## config.mk

```make
export PLATFORM = sky130hd
export DESIGN_NAME = baud_tick_gen
export DESIGN_NICKNAME = d
export VERILOG_FILES = /design/src/rtl/btg_pkg.sv /design/src/rtl/btg_stage.sv /design/src/rtl/btg_ctrl.sv /design/src/rtl/baud_tick_gen.sv
export SDC_FILE = /design/constraint.sdc
export NUM_CORES = 1
export LEC_CHECK = 0
export ABC_AREA = 1
export BUFFER_PORTS_ARGS = -buffer_cell sky130_fd_sc_hd__buf_2
export CELL_PAD_IN_SITES_DETAIL_PLACEMENT = 2
export CELL_PAD_IN_SITES_GLOBAL_PLACEMENT = 2
export CORE_MARGIN = 2
export CORE_UTILIZATION = 26
export DETAILED_ROUTE_END_ITERATION = 8
export PLACE_DENSITY = 0.67
export REMOVE_ABC_BUFFERS = 1
export SETUP_SLACK_MARGIN = 0.2
export SLEW_MARGIN = 20
export SYNTH_ARGS = -nofsm -noshare
export SYNTH_HDL_FRONTEND = slang
export SYNTH_SLANG_ARGS = --single-unit
```

## constraint.sdc

```tcl
create_clock -name clk -period 1.6 [get_ports clk]
set_input_delay 0.08 -clock clk [delete_from_list [all_inputs] [get_ports clk]]
set_output_delay 0.08 -clock clk [all_outputs]
set_load 0.01 [all_outputs]
```

## src/rtl/btg_pkg.sv

```systemverilog
package btg_pkg;
  localparam int OVS_RATIO = 13;
  localparam int OVS_W     = $clog2(OVS_RATIO);
  localparam int PRE_W_DEF = 4;
  localparam int DIV_W_DEF = 10;
  localparam int PRE_LSB_DEF = 16;
  localparam int DIV_LSB_DEF = 0;
endpackage

```

## src/rtl/btg_stage.sv

```systemverilog
// Wrapping up-counter: counts advance pulses, wraps after reaching limit.
module btg_stage #(
  parameter int W = 4
) (
  input  logic         clk,
  input  logic         rst_n,
  input  logic         restart,
  input  logic         adv,
  input  logic [W-1:0] limit,
  output logic         wrap
);
  logic [W-1:0] cnt_q, cnt_d;
  logic         at_lim;

  assign at_lim = (cnt_q == limit);
  assign wrap   = adv & at_lim;

  always_comb begin
    cnt_d = cnt_q;
    if (restart)    cnt_d = '0;
    else if (adv)   cnt_d = at_lim ? '0 : cnt_q + 1'b1;
  end

  always_ff @(posedge clk or negedge rst_n) begin
    if (!rst_n) cnt_q <= '0;
    else        cnt_q <= cnt_d;
  end
endmodule

```

## src/rtl/btg_ctrl.sv

```systemverilog
// Holds active and pending divisor settings; applies at bit boundaries.
module btg_ctrl #(
  parameter int PRE_W = 4,
  parameter int DIV_W = 10
) (
  input  logic             clk,
  input  logic             rst_n,
  input  logic             cfg_we,
  input  logic [PRE_W-1:0] new_pre,
  input  logic [DIV_W-1:0] new_div,
  input  logic             bit_tick,
  output logic [PRE_W-1:0] act_pre,
  output logic [DIV_W-1:0] act_div,
  output logic             busy,
  output logic             apply
);
  logic [PRE_W-1:0] pre_q, pre_d, pnd_pre_q, pnd_pre_d;
  logic [DIV_W-1:0] div_q, div_d, pnd_div_q, pnd_div_d;
  logic             busy_q, busy_d;

  assign apply   = bit_tick & (cfg_we | busy_q);
  assign act_pre = pre_q;
  assign act_div = div_q;
  assign busy    = busy_q;

  always_comb begin
    pnd_pre_d = pnd_pre_q;
    pnd_div_d = pnd_div_q;
    pre_d     = pre_q;
    div_d     = div_q;
    busy_d    = busy_q;
    if (cfg_we) begin
      pnd_pre_d = new_pre;
      pnd_div_d = new_div;
      busy_d    = 1'b1;
    end
    if (apply) begin
      pre_d  = cfg_we ? new_pre : pnd_pre_q;
      div_d  = cfg_we ? new_div : pnd_div_q;
      busy_d = 1'b0;
    end
  end

  always_ff @(posedge clk or negedge rst_n) begin
    if (!rst_n) begin
      pre_q     <= '0;
      div_q     <= '0;
      pnd_pre_q <= '0;
      pnd_div_q <= '0;
      busy_q    <= 1'b0;
    end else begin
      pre_q     <= pre_d;
      div_q     <= div_d;
      pnd_pre_q <= pnd_pre_d;
      pnd_div_q <= pnd_div_d;
      busy_q    <= busy_d;
    end
  end
endmodule

```

## src/rtl/baud_tick_gen.sv

```systemverilog
module baud_tick_gen
  import btg_pkg::*;
#(
  parameter int WORD_W  = 32,
  parameter int PRE_W   = PRE_W_DEF,
  parameter int DIV_W   = DIV_W_DEF,
  parameter int PRE_LSB = PRE_LSB_DEF,
  parameter int DIV_LSB = DIV_LSB_DEF
) (
  input  logic              clk,
  input  logic              rst_n,
  input  logic              cfg_we,
  input  logic [WORD_W-1:0] cfg_wdata,
  output logic              busy,
  output logic              sample_tick,
  output logic              bit_tick
);
  localparam logic [OVS_W-1:0] OVS_LAST = OVS_W'(OVS_RATIO - 1);

  logic [PRE_W-1:0] act_pre;
  logic [DIV_W-1:0] act_div;
  logic             apply;
  logic             pre_tick;
  logic             unused_word_bits;

  assign unused_word_bits = ^cfg_wdata;

  btg_ctrl #(.PRE_W(PRE_W), .DIV_W(DIV_W)) ctrl_i (
    .clk      (clk),
    .rst_n    (rst_n),
    .cfg_we   (cfg_we),
    .new_pre  (cfg_wdata[PRE_LSB +: PRE_W]),
    .new_div  (cfg_wdata[DIV_LSB +: DIV_W]),
    .bit_tick (bit_tick),
    .act_pre  (act_pre),
    .act_div  (act_div),
    .busy     (busy),
    .apply    (apply)
  );

  // Stage 1: prescaler, free running
  btg_stage #(.W(PRE_W)) pre_i (
    .clk(clk), .rst_n(rst_n), .restart(apply),
    .adv(1'b1), .limit(act_pre), .wrap(pre_tick)
  );

  // Stage 2: baud divisor, yields the sample tick
  btg_stage #(.W(DIV_W)) div_i (
    .clk(clk), .rst_n(rst_n), .restart(apply),
    .adv(pre_tick), .limit(act_div), .wrap(sample_tick)
  );

  // Stage 3: oversampling counter, yields the bit tick
  btg_stage #(.W(OVS_W)) ovs_i (
    .clk(clk), .rst_n(rst_n), .restart(apply),
    .adv(sample_tick), .limit(OVS_LAST), .wrap(bit_tick)
  );
endmodule

```

### After elaboration in Yosys (flattened, before gate mapping)

Index checks and enable logic that the tools add are counted.

* input port bits: 35
* output and inout bits: 3
* logic and storage cells: 33
* register bits after elaboration: 47

* $add $sub $neg: 3
* equality and inequality tests: 3
* reduce and logical (&&, ||, !) cells: 3
* bitwise logic cells: 4
* muxes and demuxes: 12

Operator list (count)
* two-way mux 10 bit: 4
* two-way mux 4 bit: 6
* adder 10 x 1 -> 10 bit (second input constant): 1
* equality test 10 bit: 1
* adder 4 x 1 -> 4 bit (second input constant): 2
* nonzero test 2 bit: 3
* equality test 4 bit: 1
* equality test 4 bit (second input constant): 1
* bitwise AND 1 bit: 3
* two-way mux 1 bit: 2
* OR 1 bit: 1

### Depth between registers and ports, before layout

Gate-level depths: netlist of run 1.

* depth in word-level cells: 5
* depth in mapped cells: 10

### Hierarchy

Synthesis of run 1 repeated with hierarchy kept, for this count alone.

* cells, all modules: 341
* area total of the unflattened synthesis: 2546.2 µm²

By module, submodules not included
* btg_ctrl: cells each 124, instances 1, sequential area each 725.7 µm², area an instance 1157.4 µm²
* btg_stage at div_i: cells each 111, instances 1, sequential area each 250.2 µm², area an instance 750.7 µm²
* btg_stage at ovs_i ...: cells each 52, instances 2, sequential area each 100.1 µm², area an instance 315.3 µm²
* baud_tick_gen: cells each 2, instances 1, sequential area each 0.0 µm², area an instance 7.5 µm²

### Least setup slack after synthesis of run 1

OpenSTA, ideal clock, no wires.

* path type: reg2reg
* from: reg ovs_i.cnt_q[0]
* to: reg ctrl_i.div_q[1], in the netlist ctrl_i.act_div[1]
* period minus slack after synthesis: 1.421 ns
* buffers on the path: 1
* cell stages (with the launch flop): 9
* setup time: 0.118 ns
* data arrival time: 1.302 ns
* slack: 0.179 ns
* cells stage by stage: dfrtp_1 inv_1 ha_1 nand3_1 inv_1 nand4_4 buf_6 nand2_1 nand2_1

* cells in the longest elaborated chain, start to end: 3

Ends and longest elaborated chain
* start, declared: line btg_stage.sv:12 `logic [W-1:0] cnt_q, cnt_d;`
* start signal, assigned: line btg_stage.sv:26 `else cnt_q <= cnt_d;`
* equality test 4 bit: line btg_stage.sv:15 `assign at_lim = (cnt_q == limit);`
* bitwise AND 1 bit: line btg_stage.sv:16 `assign wrap = adv & at_lim;`
* bitwise AND 1 bit: line btg_ctrl.sv:21 `assign apply = bit_tick & (cfg_we | busy_q);`
* end signal, assigned: line btg_ctrl.sv:53 `div_q <= div_d;`
* end, declared: line btg_ctrl.sv:18 `logic [DIV_W-1:0] div_q, div_d, pnd_div_q, pnd_div_d;`

Every way passes these cells.
A chain may end at the register's enable or synchronous reset.

### Worst setup path in the final report of run 1

* from: reg ctrl_i.pre_q[2], in the netlist ctrl_i.act_pre[2]
* to: out sample_tick

* cells in the longest elaborated chain, start to end: 2

Ends and longest elaborated chain
* start, declared: line btg_ctrl.sv:17 `logic [PRE_W-1:0] pre_q, pre_d, pnd_pre_q, pnd_pre_d;`
* start signal, assigned: line btg_ctrl.sv:52 `pre_q <= pre_d;`
* equality test 4 bit: line btg_stage.sv:15
* bitwise AND 1 bit: line btg_stage.sv:16
* end, declared: line baud_tick_gen.sv:15 `output logic sample_tick,`

Every way passes these cells.

==> results of run 1 <==
registers in the layout (all words and copies together) (netlist names):
register,cells
ctrl_i.act_div,10
ctrl_i.pnd_pre_q,4
div_i.cnt_q,10
pre_i.cnt_q,4
ctrl_i.act_pre,4
ctrl_i.busy,1
ovs_i.cnt_q,4
ctrl_i.pnd_div_q,10
what timing repair did:
action	4_1_cts	5_1_grt
pin swaps	8	15
endpoints found under the hold margin	19	0
gates cloned	2	0
setup endpoints to repair	31	35
hold buffers	1	0
buffers inserted	10	12
resized for setup	22	23
synthesized netlist by cell type, types with 2 or more instances:
cell type                 count
sky130_fd_sc_hd__buf_2        4
sky130_fd_sc_hd__buf_6        3
sky130_fd_sc_hd__dfrtp_1     47
sky130_fd_sc_hd__ha_1         4
sky130_fd_sc_hd__inv_1       26
sky130_fd_sc_hd__inv_2        6
sky130_fd_sc_hd__mux2_2      14
sky130_fd_sc_hd__nand2_1     83
sky130_fd_sc_hd__nand3_1     10
sky130_fd_sc_hd__nand4_1     16
sky130_fd_sc_hd__nor2_1      20
sky130_fd_sc_hd__nor3_1       3
sky130_fd_sc_hd__o21ai_0     10
sky130_fd_sc_hd__o22ai_1      5
sky130_fd_sc_hd__or2_2        2
sky130_fd_sc_hd__xnor2_1      2
sky130_fd_sc_hd__xor2_1       6
layout by cell type, fill, tap and decap left out, types with 2 or more instances in the layout:
cell type                    instances
sky130_fd_sc_hd__clkinvlp_4          2
sky130_fd_sc_hd__buf_4              35
sky130_fd_sc_hd__ha_1                4
sky130_fd_sc_hd__xnor2_1             2
sky130_fd_sc_hd__o21ai_0             5
sky130_fd_sc_hd__buf_2              18
sky130_fd_sc_hd__xor2_1              6
sky130_fd_sc_hd__nand2_2             8
sky130_fd_sc_hd__nand3_2             3
sky130_fd_sc_hd__inv_2               8
sky130_fd_sc_hd__nand4_1            16
sky130_fd_sc_hd__o21ai_1             4
sky130_fd_sc_hd__nor2_1             16
sky130_fd_sc_hd__nor3_4              2
sky130_fd_sc_hd__nor2_2              2
sky130_fd_sc_hd__nand2_1            75
sky130_fd_sc_hd__nand4_4             2
sky130_fd_sc_hd__o21ai_2             2
sky130_fd_sc_hd__clkbuf_8            5
sky130_fd_sc_hd__dfrtp_1            46
sky130_fd_sc_hd__or2_2               2
sky130_fd_sc_hd__nor2_4              4
sky130_fd_sc_hd__o22ai_1             4
sky130_fd_sc_hd__inv_1              24
sky130_fd_sc_hd__nand3_1             7
sky130_fd_sc_hd__buf_6               7
sky130_fd_sc_hd__mux2_2             14
power breakdown:
group | total [W] | switching (W) | leakage (nW) | internal, W
Combinational | 0.000936 | 0.000506 | 0.946 | 0.000430
Clock | 0.000780 | 0.000466 | 0.0408 | 0.000314
Sequential | 0.00149 | 0.000139 | 0.575 | 0.00135
Total | 0.00320 | 0.00111 | 1.56 | 0.00209
per-stage QoR:
stage / power, W / setup WS [ns] / std cells / cell area, µm² / utilization [%]
5_1_grt: 0.003430 / -0.2965 / 442 / 3163 / 36.09
3_3_place_gp: 0.002173 / 0.003576 / 409 / 2693 / 30.73
3_5_place_dp: 0.002225 / -0.1067 / 409 / 2693 / 30.73
2_1_floorplan: 0.001913 / -0.1975 / 261 / 2292 / -
6_report: 0.003205 / -0.1767 / 442 / 3163 / 36.09
4_1_cts: 0.003131 / -0.1710 / 430 / 2990 / 34.12
worst paths after layout:
| check | end | slack, ns | cells after the start |
|---|---|---|---|
| max | sample_tick | -0.18 | 9 |
| min | ctrl_i.pnd_div_q[4] | 0.02 | 2 |
| max reg2reg | ctrl_i.act_div[2] | -0.17 | 11 |
| min reg2reg | ctrl_i.pnd_div_q[9] | 0.51 | 1 |
| max in group asynchronous | div_i.cnt_q[0] | 0.74 | 3 |
| min in group asynchronous | ctrl_i.pnd_pre_q[1] | 0.26 | 2 |
layer usage:
layer	share of wire (%)	wire length [µm]	up-vias	track usage (%)
met3	1.5	110	7	1.687
met2	53	3900	19	27.86
met5	0	0	-	0
met4	1.5	108	0	5.058
li1	-	-	996	-
met1	45	3303	1067	20.30
critical path: stages, from the launching register on:
cell                      delay [ns]
sky130_fd_sc_hd__dfrtp_1        0.42
sky130_fd_sc_hd__inv_1          0.06
sky130_fd_sc_hd__nand2_1        0.06
sky130_fd_sc_hd__nand2_1        0.06
sky130_fd_sc_hd__nor2_2         0.13
sky130_fd_sc_hd__nand2_2        0.09
sky130_fd_sc_hd__buf_6          0.13
sky130_fd_sc_hd__nor3_4         0.20
sky130_fd_sc_hd__buf_6          0.14
sky130_fd_sc_hd__buf_6          0.09
cell type report:
class                           count  area [µm²]
Inverter                           32       120.1
Tap cell                          108       135.1
Clock buffer                        5       68.82
Fill cell                         977        5600
Sequential cell                    47        1177
Clock inverter                      3       23.77
Timing Repair Buffer               64       509.2
Multi-Input combinational cell    183        1129
cell families after synthesis:
family                     after synthesis
and+or+nand+nor                        139
DFF                                     47
buffers and inverters                   41
AOI/OAI and AO/OA                       17
muxes                                   14
xor gates and xnor gates                 8
adders and majority gates                4
==> impl_metrics.toml, run 1 <==
[timing]
worst_slew_pin_slew_ns = 0.5031
worst_slew_margin_rel_pct = 66.46
fin_setup_tns_ns = -2.565
finClkSkew_ns = 0.007943
finalHoldViolations = 0
finalMaxSlewViolations = 0
final_min_period_over_clock_period_pct = 111.0
finalCriticalPeriod_ns = 1.777
fmax_ghz = 0.5628
fin_worst_hold_slack_ns = 0.01784
finalWorstSetupSlack_ns = -0.1767
setup_violations = 23
unrepaired_setup_endpoints_after_global_routing = "yes"

[die]
design.portCount = 38
starting_utilization_of_the_core_area_pct = 26.87
vertical_die_dimension_um = 99.17
placeableCoreArea_mm2 = 0.008763
die_width_um = 99.17
core.rowCount = 34
fp.dieArea_mm2 = 0.009834

[final_layout]
layout-drive-gt1-share_pct = 36.83
antenna_cells_inserted = 0
nets = 372
area.growth.synth_to_final_pct = 34.33

[power_and_ir_drop]
p_leak_nw = 1.562
max_rail_drop_vdd_mv = 0.3968
power_density_mw_per_mm2 = 1013

[yosys]
synthXorXnorAreaFrac_pct = 2.976
synthAdderAreaFrac_pct = 2.125
syn-instance-count = 270
yosys_warnings = 0
syn_area_per_cell_um2 = 8.721
synth-async-reset-ratio_pct = 100.0
ys_ff_latch = 47
synth_compound_gate_area_share_pct = 4.038
top_post_synthesis_cells_by_area = "sky130_fd_sc_hd__dfrtp_1 (50%), sky130_fd_sc_hd__nand2_1 (13%), sky130_fd_sc_hd__mux2_2 (6.7%)"
prevailing_post_synth_register_cell = "sky130_fd_sc_hd__dfrtp_1"
post-synth-top-area-cell = "sky130_fd_sc_hd__dfrtp_1"
largest_family_of_logic_cells_by_synthesized_area = "simple AND/OR/NAND/NOR gates"
muxShareOfSynthArea_pct = 6.695
post-synth-top-area-fraction_pct = 49.95
synth_cell_type_count = 26
synthesis.area_mm2 = 0.002355
yosysSeqAreaShare_pct = 49.95
post_synth_and_or_nand_nor_area_fraction_pct = 26.46
number_of_enable_flip_flop_cells_after_synthesis = 0

[run_status]
violations = "setup timing"
run_status = "finished, violations left"

[drt]
vias = 2089
vias_per_cell = 4.726
initialDrtViolationCount = 38
residual_antenna_violating_net_count_after_detailed_routing = 0
total_routed_length_mm = 7.422
wl_per_cell_um = 16.79
dr.pass1.iters = 4
drcViolationCount = 0

[place]
dp_hpwl_mm = 4.652
port_buffers = 19
gp_congestion = 0.7257

[grt]
grt.total_usage_pct = 15.79
antenna_violations_before_repair = 0
grt_max_degree = 22
overflow = 0
grt_pass1_vias = 2352
grt_pass1_wl_mm = 12.13

[setup_path]
crit_start = "ctrl_i.act_pre[2]"
r2r_start = "ctrl_i.act_pre[2]"
kind_of_launch_point_of_the_worst_setup_path = "register"
worst_setup_path_end_kind = "output port"
critical_path_arrival_ns = 1.70
criticalPathCategory = "reg2out"
critical_path_required_ns = 1.52
biggest_fanout_along_the_worst_timing_path = 3

[run]
max_cap_viol_count = 0

[clock_tree]
tritoncts = "yes"
clock_insertion_delay_worst_skew_ns = 0.31
clk_pin_slew_worst_paths_ns = 0.10
clkSinkCount = 47
cts_buffer_depth = 2
cts_inserted_buffers = 5
htree_num_levels = 2
library_cell_used_as_clock_root_buffer = "sky130_fd_sc_hd__clkbuf_8"

[worst_hold_path]
timing.hold.worst.class = "in2reg"
min_from = "cfg_wdata[4]"
(Power assumes the default switching activity.)
==> run 2: changes to the inputs <==
--- a/config.mk
+++ b/config.mk
@@ -9,10 +9,11 @@
 export BUFFER_PORTS_ARGS = -buffer_cell sky130_fd_sc_hd__buf_2
 export CELL_PAD_IN_SITES_DETAIL_PLACEMENT = 2
 export CELL_PAD_IN_SITES_GLOBAL_PLACEMENT = 2
+export CORE_ASPECT_RATIO = 1.25
 export CORE_MARGIN = 2
-export CORE_UTILIZATION = 26
+export CORE_UTILIZATION = 34
 export DETAILED_ROUTE_END_ITERATION = 8
-export PLACE_DENSITY = 0.67
+export PLACE_DENSITY = 0.83
 export REMOVE_ABC_BUFFERS = 1
 export SETUP_SLACK_MARGIN = 0.2
 export SLEW_MARGIN = 20
==> run 2 against run 1 <==
Compared with the run above: the flow still finishes with violations (setup timing); register-to-register slack worse by 0.20 ns; via count grew 11%; sequential share of layout area down 2.3 points; sequential power grew 4%; clock-buffer cell count increased by 1; final cell count decreased by 3.8%; largest cell class is now multi-input combinational cells; highest routed layer unchanged.
==> impl_metrics.toml, run 2 (same netlist as run 1, synthesis figures left out) <==
[setup_path]
critical_path_required_ns = 1.85
biggest_fanout_along_the_worst_timing_path = 10
critical_path_arrival_ns = 2.23
crit_start = "pre_i.cnt_q[1]"
r2r_start = "pre_i.cnt_q[1]"
criticalPathCategory = "reg2reg"
reg2reg_depth = 10
worst_setup_path_end_kind = "register"
kind_of_launch_point_of_the_worst_setup_path = "register"

[timing]
finalCriticalPeriod_ns = 1.973
finalMaxSlewViolations = 0
worst_slew_pin_slew_ns = 0.5212
finalHoldViolations = 0
worst_slew_margin_rel_pct = 65.25
finClkSkew_ns = 0.006391
finalWorstSetupSlack_ns = -0.3729
fmax_ghz = 0.5069
final_min_period_over_clock_period_pct = 123.3
setup_violations = 35
unrepaired_setup_endpoints_after_global_routing = "yes"
fin_setup_tns_ns = -6.829

[final_layout]
nets = 377
layout-drive-gt1-share_pct = 50.89
area.growth.synth_to_final_pct = 43.84
layout_common_cells = "sky130_fd_sc_hd__nand2_1 (54), sky130_fd_sc_hd__dfrtp_1 (42), sky130_fd_sc_hd__buf_4 (36)"
antenna_cells_inserted = 0
layout.cell_area.non_filler_mm2 = 0.003387
layout_commonest_cell = "sky130_fd_sc_hd__nand2_1"

[drt]
initialDrtViolationCount = 53
drcViolationCount = 0
total_routed_length_mm = 11.64
residual_antenna_violating_net_count_after_detailed_routing = 0
vias_per_cell = 5.442
wl_per_cell_um = 27.39
dr.pass1.iters = 5
vias = 2313

[die]
vertical_die_dimension_um = 97.05
core.rowCount = 33
placeableCoreArea_mm2 = 0.006648
design.portCount = 38
starting_utilization_of_the_core_area_pct = 35.42
die_width_um = 78.44
fp.dieArea_mm2 = 0.007612

[worst_hold_path]
holdPathStages = 2
min_from = "cfg_wdata[8]"
timing.hold.worst.class = "in2reg"

[clock_tree]
clkSinkCount = 47
library_cell_used_as_clock_root_buffer = "sky130_fd_sc_hd__clkbuf_8"
cts_buffer_depth = 2
tritoncts = "yes"
htree_num_levels = 2
clk_pin_slew_worst_paths_ns = 0.09
clock_insertion_delay_worst_skew_ns = 0.32
cts_inserted_buffers = 5

[power_and_ir_drop]
total_power_w = 0.003836
power_density_mw_per_mm2 = 1133
max_rail_drop_vdd_mv = 0.8016
p_leak_nw = 1.627

[grt]
antenna_violations_before_repair = 0
grt.total_usage_pct = 25.35
grt_pass1_vias = 2549
grt_pass1_wl_mm = 14.34
grt_max_degree = 29
overflow = 0

[place]
port_buffers = 19
gp_congestion = 0.7225
dp_hpwl_mm = 4.465
dpl-instance-area_mm2 = 0.002656

[run_status]
violations = "setup timing"
run_status = "finished, violations left"

[run]
max_cap_viol_count = 0
[run 2: cell types whose count changed in the layout (fill, tap and decap cells not counted), sizes merged]
| cell | delta |
|---|---|
| buf | +6 |
| clkbuf | +1 |
| clkinv | +1 |
| inv | -1 |
| bufbuf | -1 |
| clkinvlp | -2 |
[run 2: critical path: stages, from the launching register on]
cell	delay (ns)
sky130_fd_sc_hd__dfrtp_1	0.48
sky130_fd_sc_hd__nand2_1	0.15
sky130_fd_sc_hd__inv_2	0.10
sky130_fd_sc_hd__nor2_4	0.04
sky130_fd_sc_hd__nor2_4	0.14
sky130_fd_sc_hd__nand2_4	0.10
sky130_fd_sc_hd__nor3_4	0.27
sky130_fd_sc_hd__buf_4	0.20
sky130_fd_sc_hd__buf_16	0.14
sky130_fd_sc_hd__nand4_1	0.13
sky130_fd_sc_hd__nand2_1	0.13
[run 2: final timing paths]
check                                 endpoint  slack [ns]
max reg2reg                  ctrl_i.act_pre[0]       -0.37
max                          ctrl_i.act_pre[0]       -0.37
min in group asynchronous    ctrl_i.act_pre[1]        0.28
min reg2reg                ctrl_i.pnd_div_q[8]        0.51
min                        ctrl_i.pnd_div_q[8]        0.01
max in group asynchronous       div_i.cnt_q[0]        0.75
[run 2: through the flow]
stage,hold WS (ns),util (%),setup slack [ns],std cells
global placement,0.05818,39.96,0.06123,385
finish,0.01453,50.95,-0.3729,425
detailed placement,0.06611,39.96,-0.02572,385
CTS,0.02373,45.53,-0.1931,409
floorplan,-0.2156,-,-0.1975,261
global route,0.02766,50.95,-0.4053,425
[run 2: repair_timing]
item | 4_1_cts | 5_1_grt
pin swaps | 11 | 26
endpoints found under the hold margin | 19 | 0
hold buffers | 1 | 0
gates resized for setup | 34 | 76
gates cloned | 2 | 0
setup endpoints to repair | 35 | 35
buffers inserted | 14 | 16
[run 2: report_power, final]
group | internal (W) | leakage, nW | switching (W) | total [W]
clock network | 0.000341 | 0.0470 | 0.000451 | 0.000792
logic | 0.000642 | 1.01 | 0.000855 | 0.00150
registers | 0.00135 | 0.571 | 0.000197 | 0.00155
total | 0.00233 | 1.63 | 0.00150 | 0.00384
[run 2: cell type report]
cell class,instances,area (µm²)
Sequential cell,47,1182
Fill cell,680,3261
Inverter,32,125.1
Multi-Input combinational cell,183,1287
Tap cell,87,108.9
Clock inverter,1,5.005
Timing Repair Buffer,69,595.6
Clock buffer,6,82.58
[run 2: per-layer routing]
metal	up-vias	global-route usage (%)	part of all wire, %	wire length [µm]
met3	28	3.825	2.4	275
met2	59	46.68	55	6426
met1	1219	28.32	39	4549
met5	-	0	0	0
li1	1007	-	-	-
met4	0	11.20	3.3	388
